$ cat config.mk
export PLATFORM = sky130hd
export DESIGN_NAME = owm_master
export DESIGN_NICKNAME = d
export VERILOG_FILES = /design/src/rtl/owm_pkg.sv /design/src/rtl/owm_datapath.sv /design/src/rtl/owm_control.sv /design/src/rtl/owm_master.sv
export SDC_FILE = /design/constraint.sdc
export NUM_CORES = 1
export LEC_CHECK = 0
export BUFFER_PORTS_ARGS = -buffer_cell sky130_fd_sc_hd__buf_2
export CAP_MARGIN = 20
export CELL_PAD_IN_SITES_DETAIL_PLACEMENT = 1
export CELL_PAD_IN_SITES_GLOBAL_PLACEMENT = 1
export CORE_ASPECT_RATIO = 1.5
export CORE_UTILIZATION = 35
export DETAILED_ROUTE_END_ITERATION = 8
export PLACE_DENSITY = 0.74
export SYNTH_ARGS = -nofsm -noshare
export SYNTH_HDL_FRONTEND = slang
export SYNTH_SLANG_ARGS = --single-unit
$ cat constraint.sdc
create_clock -name clk -period 5.65 [get_ports clk]
set_input_delay 0.565 -clock clk [delete_from_list [all_inputs] [get_ports clk]]
set_output_delay 0.565 -clock clk [all_outputs]
set_load 0.05 [all_outputs]
$ cat src/rtl/owm_pkg.sv
package owm_pkg;

  // Phases of one bus slot plus the idle and pullup states.
  typedef enum logic [2:0] {
    ST_WAIT,   // released, no byte pending
    ST_REC,    // recovery, line released
    ST_LOW,    // opening low pulse of every slot
    ST_GAP,    // released, waiting for the sample point
    ST_TAIL1,  // released remainder of a one-slot
    ST_TAIL0,  // held-low remainder of a zero-slot
    ST_HOLD    // active-high strong pullup
  } slotState_t;

  // Strobes from control to datapath.
  typedef struct packed {
    logic loadByte;    // capture host byte
    logic takeSample;  // shift sampled line level into receive register
    logic takeZero;    // shift a forced zero into receive register
    logic stepCnt;     // one slot done: step the countdown
  } dpStrobe_t;

endpackage

$ cat src/rtl/owm_datapath.sv
module owm_datapath
  import owm_pkg::*;
#(
  parameter int BYTE_W = 8,
  parameter int CNT_W  = 16
) (
  input  logic              clk,
  input  logic              rstN,
  input  dpStrobe_t         stb,
  input  logic [BYTE_W-1:0] txByte,
  input  logic              busIn,
  input  logic              cntLoad,
  input  logic [CNT_W-1:0]  cntValue,
  output logic              curBit,
  output logic              moreBits,
  output logic              cntZero,
  output logic              rxValid,
  output logic [BYTE_W-1:0] rxByte
);

  localparam int IDX_W = (BYTE_W > 2) ? $clog2(BYTE_W) : 1;
  localparam logic [IDX_W-1:0] LAST_IDX = IDX_W'(BYTE_W - 1);
  localparam logic [CNT_W-1:0] CNT_OFF  = '1;

  logic [BYTE_W-1:0] txShift;
  logic [BYTE_W-1:0] rxShift;
  logic [IDX_W-1:0]  bitIdx;
  logic [CNT_W-1:0]  bitCnt;
  logic              shiftNow;
  logic              newBit;

  assign shiftNow = stb.takeSample | stb.takeZero;
  assign newBit   = stb.takeSample ? busIn : 1'b0;
  assign curBit   = txShift[0];
  assign moreBits = (bitIdx != '0);
  assign cntZero  = (bitCnt == '0);
  assign rxByte   = rxShift;

  always_ff @(posedge clk) begin
    if (!rstN) begin
      txShift <= '0;
      rxShift <= '0;
      bitIdx  <= '0;
      rxValid <= 1'b0;
    end else begin
      rxValid <= 1'b0;
      if (stb.loadByte) begin
        txShift <= txByte;
        bitIdx  <= '0;
      end else if (shiftNow) begin
        txShift <= {1'b0, txShift[BYTE_W-1:1]};
        rxShift <= {newBit, rxShift[BYTE_W-1:1]};
        bitIdx  <= (bitIdx == LAST_IDX) ? '0 : bitIdx + 1'b1;
        rxValid <= (bitIdx == LAST_IDX);
      end
    end
  end

  // Countdown: a load wins; all ones is parked; reaching zero disarms.
  always_ff @(posedge clk) begin
    if (!rstN) begin
      bitCnt <= CNT_OFF;
    end else if (cntLoad) begin
      bitCnt <= cntValue;
    end else if (stb.stepCnt && bitCnt != CNT_OFF) begin
      bitCnt <= cntZero ? CNT_OFF : bitCnt - 1'b1;
    end
  end

  assert_disarmed_stays_R7: assert property (@(posedge clk) disable iff (!rstN)
    (bitCnt == CNT_OFF && !cntLoad) |=> (bitCnt == CNT_OFF));

  assert_expiry_disarms_R10: assert property (@(posedge clk) disable iff (!rstN)
    (stb.stepCnt && cntZero && !cntLoad) |=> (bitCnt == CNT_OFF));

  assert_single_shift_R5: assert property (@(posedge clk) disable iff (!rstN)
    !(stb.takeSample && stb.takeZero));

  assert_rx_pulse_R6: assert property (@(posedge clk) disable iff (!rstN)
    rxValid |=> !rxValid);

endmodule

$ cat src/rtl/owm_control.sv
module owm_control
  import owm_pkg::*;
#(
  parameter int LOW_US    = 6,
  parameter int SAMPLE_US = 6,
  parameter int SLOT_US   = 60,
  parameter int REC_US    = 12
) (
  input  logic      clk,
  input  logic      rstN,
  input  logic      tickUs,
  input  logic      txValid,
  input  logic      releaseReq,
  input  logic      curBit,
  input  logic      moreBits,
  input  logic      cntZero,
  output dpStrobe_t stb,
  output logic      txReady,
  output logic      busLow,
  output logic      busHigh,
  output logic      pullupDone
);

  localparam int TAIL1_US = SLOT_US - LOW_US - SAMPLE_US;
  localparam int TAIL0_US = SLOT_US - LOW_US;
  localparam int MAX_US   = (SLOT_US > REC_US) ? SLOT_US : REC_US;
  localparam int TMR_W    = $clog2(MAX_US + 1);

  slotState_t       state, nxt;
  logic [TMR_W-1:0] timer;
  logic             tickDone;
  logic             pullPend;

  function automatic logic [TMR_W-1:0] durOf(input slotState_t s);
    case (s)
      ST_REC:   durOf = TMR_W'(REC_US - 1);
      ST_LOW:   durOf = TMR_W'(LOW_US - 1);
      ST_GAP:   durOf = TMR_W'(SAMPLE_US - 1);
      ST_TAIL1: durOf = TMR_W'(TAIL1_US - 1);
      ST_TAIL0: durOf = TMR_W'(TAIL0_US - 1);
      default:  durOf = '0;
    endcase
  endfunction

  assign tickDone = tickUs && (timer == '0);

  always_comb begin
    nxt = state;
    stb = '0;
    case (state)
      ST_WAIT: if (txValid) begin
        nxt = ST_REC;
        stb.loadByte = 1'b1;
      end
      ST_REC: if (tickDone) nxt = ST_LOW;
      ST_LOW: if (tickDone) begin
        stb.stepCnt = 1'b1;
        if (curBit) begin
          nxt = ST_GAP;
        end else begin
          nxt = ST_TAIL0;
          stb.takeZero = 1'b1;
        end
      end
      ST_GAP: if (tickDone) begin
        stb.takeSample = 1'b1;
        nxt = ST_TAIL1;
      end
      ST_TAIL1: if (tickDone) nxt = moreBits ? ST_REC : ST_WAIT;
      ST_TAIL0: if (tickDone) begin
        if (pullPend) nxt = ST_HOLD;
        else          nxt = moreBits ? ST_REC : ST_WAIT;
      end
      ST_HOLD: if (releaseReq) nxt = moreBits ? ST_REC : ST_WAIT;
      default: nxt = ST_WAIT;
    endcase
  end

  always_ff @(posedge clk) begin
    if (!rstN) begin
      state      <= ST_WAIT;
      timer      <= '0;
      pullPend   <= 1'b0;
      pullupDone <= 1'b0;
    end else begin
      state      <= nxt;
      pullupDone <= (state == ST_HOLD) && releaseReq;
      if (nxt != state)                 timer <= durOf(nxt);
      else if (tickUs && timer != '0)   timer <= timer - 1'b1;
      if (stb.stepCnt)                  pullPend <= !curBit && cntZero;
      else if (state == ST_HOLD)        pullPend <= 1'b0;
    end
  end

  assign txReady = (state == ST_WAIT);
  assign busLow  = (state == ST_LOW) || (state == ST_TAIL0);
  assign busHigh = (state == ST_HOLD);

  assert_pullup_entry_R8: assert property (@(posedge clk) disable iff (!rstN)
    $rose(busHigh) |-> $past(busLow));

  assert_hold_until_release_R8: assert property (@(posedge clk) disable iff (!rstN)
    (busHigh && !releaseReq) |=> busHigh);

  assert_release_ack_R9: assert property (@(posedge clk) disable iff (!rstN)
    $fell(busHigh) |-> pullupDone);

  assert_ack_needs_hold_R11: assert property (@(posedge clk) disable iff (!rstN)
    pullupDone |-> $past(busHigh));

  assert_accept_leaves_wait_R6: assert property (@(posedge clk) disable iff (!rstN)
    (txReady && txValid) |=> (!txReady && !busLow && !busHigh));

  assert_moves_on_tick_R2: assert property (@(posedge clk) disable iff (!rstN)
    (!tickUs && !txReady && !busHigh) |=> $stable(busLow));

endmodule

$ cat src/rtl/owm_master.sv
module owm_master
  import owm_pkg::*;
#(
  parameter int BYTE_W    = 8,
  parameter int CNT_W     = 16,
  parameter int LOW_US    = 6,
  parameter int SAMPLE_US = 6,
  parameter int SLOT_US   = 60,
  parameter int REC_US    = 12
) (
  input  logic              clk,
  input  logic              rstN,
  input  logic              tickUs,
  input  logic              txValid,
  input  logic [BYTE_W-1:0] txByte,
  output logic              txReady,
  input  logic              cntLoad,
  input  logic [CNT_W-1:0]  cntValue,
  input  logic              releaseReq,
  input  logic              busIn,
  output logic              busLow,
  output logic              busHigh,
  output logic              rxValid,
  output logic [BYTE_W-1:0] rxByte,
  output logic              pullupDone
);

  dpStrobe_t stb;
  logic      curBit;
  logic      moreBits;
  logic      cntZero;

  owm_control #(
    .LOW_US(LOW_US), .SAMPLE_US(SAMPLE_US), .SLOT_US(SLOT_US), .REC_US(REC_US)
  ) i_control (
    .clk(clk), .rstN(rstN), .tickUs(tickUs), .txValid(txValid),
    .releaseReq(releaseReq), .curBit(curBit), .moreBits(moreBits),
    .cntZero(cntZero), .stb(stb), .txReady(txReady), .busLow(busLow),
    .busHigh(busHigh), .pullupDone(pullupDone)
  );

  owm_datapath #(.BYTE_W(BYTE_W), .CNT_W(CNT_W)) i_datapath (
    .clk(clk), .rstN(rstN), .stb(stb), .txByte(txByte), .busIn(busIn),
    .cntLoad(cntLoad), .cntValue(cntValue), .curBit(curBit),
    .moreBits(moreBits), .cntZero(cntZero), .rxValid(rxValid), .rxByte(rxByte)
  );

endmodule

Yosys cells after proc, flatten, opt, wreduce, memory -nomap -nowiden. Index checks and enable logic that the tools add are counted.

Add/subtract/negate cells: 3. $mul: 0. Divide/modulo/power cells: 0. Order comparisons: 0. Eq/ne operators: 14. Shift-type cells: 0. Mux-type cells: 30. Bitwise gates (word level): 4. Reductions and logical operators: 20.

Operator list (count): $mux W16 (3); $mux W3 (10); $pmux W6 S4 (1); $pmux W3 S7 (1); $eq A3 B3 Y1 const B (6); $logic_not A16 Y1 (1); $mux W8 (2); $ne A16 B16 Y1 const B (1); $sub A16 B1 Y16 const B (1); $eq A3 B2 Y1 const B (4); $mux W6 (2); $mux W1 (9); $reduce_bool A2 Y1 (4); $eq A3 B1 Y1 const B (2); $logic_not A6 Y1 (1); $reduce_bool A6 Y1 (1); $sub A6 B1 Y6 const B (1); $logic_and A1 B1 Y1 (5); $mux W2 (2); $reduce_or A2 Y1 (2); $add A3 B1 Y3 const B (1); $logic_not A3 Y1 (1); $ne A3 B3 Y1 (1); $not A1 Y1 (3); other kinds (6) (6).

Register bits: 47. Bits in latches: 0. Bits in writable memories: 0. Bits in read-only memories: 0. Input bits: 31. Output and inout bits: 13. Word-level logic and storage cells: 80. Memories: 0.

Longest topological paths before layout.
Depth in word-level cells: 9. Depth in mapped cells: 10. Depth with buffers taken out: 8.

Hierarchy. From an unflattened synthesis, not the netlist that was laid out.

Cells, all modules: 370. Area total of the unflattened synthesis: 3065.4 um^2.

Modules (own cells, without submodules): owm_datapath (instances 1, cells an instance 255, area an instance 2129.5 um^2, sequential area each 720.7 um^2); owm_control (instances 1, cells an instance 115, area an instance 935.9 um^2, sequential area each 220.2 um^2).

Worst setup path before layout. OpenSTA, ideal clock, no wires.

Path type: flip-flop to flip-flop. From: reg i_control.state[1]. To: reg i_datapath.txShift[0]. Library setup time: 127 ps. Arrival: 2486 ps. Required time: 5523 ps. Setup slack: 3037 ps. Cell stages (with the launch flop): 7. Buffers on the path: 2. Period minus slack after synthesis: 2613 ps. Path through: dfxtp_1 -> clkbuf_1 -> clkbuf_1 -> nor3_1 -> nand2_1 -> nand3_1 -> a21boi_0.

RTL lines: from (decl) (line owm_control.sv:29) `slotState_t state, nxt;`; from (signal assigned) (line owm_control.sv:86) `state <= nxt;`; $logic_not A3 Y1 (*); net txReady (line owm_master.sv:16) `output logic txReady,`; $mux W1 (*) (line owm_control.sv:50) `case (state)`; $mux W8 or $reduce_bool A2 Y1 (tied branches); to (signal assigned) (line owm_datapath.sv:48) `txShift <= txByte;`; to (signal assigned) (line owm_datapath.sv:51) `txShift <= {1'b0, txShift[BYTE_W-1:1]};`; to (decl) (line owm_datapath.sv:25) `logic [BYTE_W-1:0] txShift;`.

The timed path passes the listed nets; every way through them passes the cells marked *. A chain may end at the register's enable or synchronous reset.

Worst setup path in the final report.
From: reg i_control.timer[0]. To: reg i_datapath.bitIdx[0].

Cells in the longest elaborated chain, start to end: 5.

RTL lines: from (decl) (line owm_control.sv:30) `logic [TMR_W-1:0] timer;`; from (signal assigned) (line owm_control.sv:88) `if (nxt != state) timer <= durOf(nxt);`; from (signal assigned) (line owm_control.sv:89) `else if (tickUs && timer != '0) timer <= timer - 1'b1;`; $logic_not A6 Y1 (*) (line owm_control.sv:45) `assign tickDone = tickUs && (timer == '0);`; $logic_and A1 B1 Y1 (*) (line owm_control.sv:45); $mux W1 or $mux W2 (tied branches) (line owm_control.sv:65, owm_control.sv:56); $mux W1 or $mux W2 (tied branches) (line owm_control.sv:50); $or A1 B1 Y1 (*) (line owm_datapath.sv:32) `assign shiftNow = stb.takeSample | stb.takeZero;`; to (signal assigned) (line owm_datapath.sv:53) `bitIdx <= (bitIdx == LAST_IDX) ? '0 : bitIdx + 1'b1;`; to (decl) (line owm_datapath.sv:27) `logic [IDX_W-1:0] bitIdx;`.

Every way passes the cells marked *; elsewhere a longest branch is shown, timed or not.

==> summary.md <==
| Metric | Value |
|---|---|
| Detailed-route via count | `approximately 2800` |
| End of the worst hold path | `i_datapath.rxByte[0]$_SDFFE_PN0P_` |
| Fmax | `between 300 and 400 MHz` |
| Critical Path Max Stage Delay | `0.59 ns` |
| Skew-Pair Late Insertion Delay | `0.29 ns` |
| Commonest non-fill, non-tap cell in the layout | `nand2_1` |
| Crit end category | `register` |
| Post-synthesis sequential area ratio | `between 30 and 40%` |
| WL met3 | `~190 um` |
| H-tree levels | `2` |
| Slew headroom | `between 40% and 50%` |
| Yosys top cell by area | `dfxtp_1` |
| Crit-path slowest cell | `nand3_1` |
| Critical path arrival | `roughly 3 ns` |
| Worst Setup Path Type | `register to register` |
| Via density | `approximately 5.6` |
| DPL Wire Length | `approximately 6000 um` |
| RSZ-0062 raised after global routing | `false` |
| Placed Area | `a little over 0.003 mm2` |
| Largest net degree at the start of global routing | `47` |
| Library cells used by synthesis | `61` |
| Placed cells | `490` |
| Fin util | `~41%` |
| DRT antenna net count | `0` |
| Pwr/cell area | `341 mW/mm2` |
| Die area | `around 0.0085 mm2` |
| Hold Crit Class | `register to register` |
| Starting density of the core | `about 36%` |
| Cell Chain, Critical Path | `inv_1 -> ha_1 -> and4bb_1 -> nand2_1 -> nor2_1 -> nand3_1 -> or3_1 -> a21oi_1` |
| Global-route wire length before repair | `roughly 14000 um` |
| Largest cells by area after synthesis | `dfxtp_1 (33%), nand2_1 (6.4%), a21boi_0 (3.9%)` |
| Post-CTS Hold Buffers | `0` |
| Final hold slack | `~0.48 ns` |
| Die Span X | `approximately 76 um` |
| GR Overflow Total | `0` |
| Critical Path Source Type | `register` |
| Vias in the first global route | `2976` |
| IO buf count | `43` |
| Maximum clock insertion buffer count | `2` |
| Post-Route Setup TNS | `0 ns` |
| Drt pass-1 iters | `4` |
| Area grow syn2layout | `14.3%` |
| Post-route design area | `between 0.003 and 0.004 mm2` |
| Seq cells post-synth | `47` |
| Reg2Reg Launch Point | `i_control.timer[0]$_SDFFE_PN0P_` |
| Fin nets | `roughly 430` |
| Syn_nets | `a little over 400` |
| Worst R2R Setup Slack | `2.87 ns` |
| CTS resizes | `0` |
| Met2 wire len | `roughly 4700 um` |
| Final Max Slew Viols | `0` |
| Final min period | `~2.8 ns` |
| Worst slew pin tran | `approximately 0.84 ns` |
| CP required | `5.88 ns` |
| Total core area | `slightly below 0.008 mm2` |
| RePlAce Congestion | `approximately 0.84` |
| Non-Filler Instances | `approximately 500` |
| Buffers and inverters on the worst path | `1` |
| GRT Resource Usage Total | `about a fifth` |
| Reg2reg path depth | `8` |
| Hold path depth | `2` |
| Synth warnings | `0` |
| Commonest non-fill, non-tap cells in the layout | `nand2_1 (49), dfxtp_1 (47), buf_2 (43), nor2_1 (24), o21ai_0 (20)` |
| Maxcap violations | `0` |
| CTS Buf Count | `5` |
| Initial antenna violation count | `0` |
| Ratio of final minimum period to clock period | `49.2%` |
| Max IR drop VDD | `0.126 mV` |
| Core Rows | `40` |
| # diodes | `0` |
| DRT Wirelength | `about 8400 um` |
| Synthesized area | `~0.0029 mm2` |
| Crit path max-delay family | `simple AND/OR/NAND/NOR gates` |
| Max Clock Skew | `roughly 0.005 ns` |
| CP Max Fanout | `22` |
| Clock transition at path regs | `approximately 0.07 ns` |
| Share of the synthesized area in the top cell type | `about a third` |
| Postcts setup bufs | `0` |
| Clock root buffer | `clkbuf_16` |
| Reg-to-Reg End | `i_datapath.bitIdx[0]$_SDFFE_PP0N_` |
| Post-synth EDFFs | `0` |
| Final Hold Violating Endpoints | `0` |
| Clock sink count | `47` |
| I/O Pins | `44` |
| CTS tree | `done` |
| Worst Hold Launch | `i_datapath.rxByte[0]$_SDFFE_PN0P_` |
| Drt drc | `0` |
| Final setup fails | `0` |
| Drt wl/cell | `16.9 um` |
| Wl on met1 | `roughly 3400 um` |
| Ys flop type | `dfxtp_1` |
| First DRT Iteration DRCs | `approximately 160` |
| Die H | `~110 um` |
| Fraction of layout cells with a size suffix above 1 | `17.3%` |
| Syn avg cell area | `just under 8 um2` |
| Max layer used | `met4` |
| Post-Syn Instances | `367` |
| Share of flip-flops with an asynchronous set or reset | `0%` |
| P_leak | `1.24 nW` |
| Status | `completed` |
registers in the layout (all words and copies together) (netlist names):
name and count:
i_control.timer 6, i_datapath.rxValid 1, i_datapath.bitCnt 16, i_datapath.bitIdx 3
i_datapath.rxByte 8, i_control.state 3, i_datapath.txShift 8, i_control.pullupDone 1
i_control.pullPend 1
where the power goes:
part           switching, W  internal [W]  total, W  leakage (nW)
clock network      0.000135      0.000223  0.000358        0.0875
registers         0.0000511      0.000368  0.000419         0.385
logic              0.000206      0.000129  0.000336         0.764
total              0.000393      0.000720   0.00111          1.24
cell families (layout without fill, tap and decap cells):
| logic type | Yosys count | in the layout | share of synthesized area (%) |
|---|---|---|---|
| and+or+nand+nor | 153 | 153 | 28.2 |
| AOI/OAI and AO/OA | 112 | 112 | 27.4 |
| DFF | 47 | 47 | 32.9 |
| buffers and inverters | 42 | 68 | 6.44 |
| adders and majority gates | 8 | 8 | 3.50 |
| xor gates and xnor gates | 5 | 5 | 1.53 |
stage by stage:
| step | setup slack [ns] | total power, W |
|---|---|---|
| detailed placement | 2.85 | 0.000758 |
| CTS | 2.86 | 0.00112 |
| global placement | 2.88 | 0.000748 |
| finish | 2.87 | 0.00111 |
| global route | 2.58 | 0.00119 |
| floorplan | 3.04 | 0.000675 |
worst register-to-register path, stage by stage (launching register included):
cell,delay [ns]
dfxtp_1,0.32
inv_1,0.11
ha_1,0.21
and4bb_1,0.33
nand2_1,0.26
nor2_1,0.20
nand3_1,0.59
or3_1,0.57
a21oi_1,0.13
cell usage after synthesis (all sizes together) (3+ instances only):
library cell and n:
a21boi 15, a21oi 19, a22oi 8, a32oi 3
and2 4, buf 7, clkbuf 19, dfxtp 47
ha 8, inv 16, nand2 49, nand2b 4
nand3 19, nand4 5, nor2 24, nor2b 4
nor3 13, nor4 7, o211ai 6, o21a 4
o21ai 20, o221ai 4, o22ai 8, o311ai 3
o31ai 5, or2b 4, or3 3, xnor2 3
how the worst max path moves through the flow:
stage / from / slack, ns / endpoint / depth (start not counted)
2_1_floorplan: i_control.state[1]$_SDFF_PN0_ / 3.04 / i_datapath.txShift[0]$_SDFFE_PN0P_ / 6
3_3_place_gp: tickUs / 2.88 / i_datapath.bitIdx[0]$_SDFFE_PP0N_ / 7
3_5_place_dp: tickUs / 2.85 / i_datapath.bitIdx[0]$_SDFFE_PP0N_ / 7
4_1_cts: i_control.timer[0]$_SDFFE_PN0P_ / 2.86 / i_datapath.bitIdx[0]$_SDFFE_PP0N_ / 8
5_1_grt: i_control.timer[0]$_SDFFE_PN0P_ / 2.58 / i_datapath.bitIdx[0]$_SDFFE_PP0N_ / 8
6_report: i_control.timer[0]$_SDFFE_PN0P_ / 2.87 / i_datapath.bitIdx[0]$_SDFFE_PP0N_ / 8
cell type report:
class	instances	area [um2]
Clock buffer	6	139
Clock inverter	2	38.8
Tap cell	105	131
Inverter	16	60.1
Fill cell	1009	4690
Timing Repair Buffer	44	223
Multi-Input combinational cell	278	1730
Sequential cell	47	941
layer usage:
metal  GRT usage, %  up-vias
li1               -     1387
met1           24.1     1365
met2           38.3       43
met3           3.05       14
met4           8.52        0
met5              0        -
(Power assumes the default switching activity.)
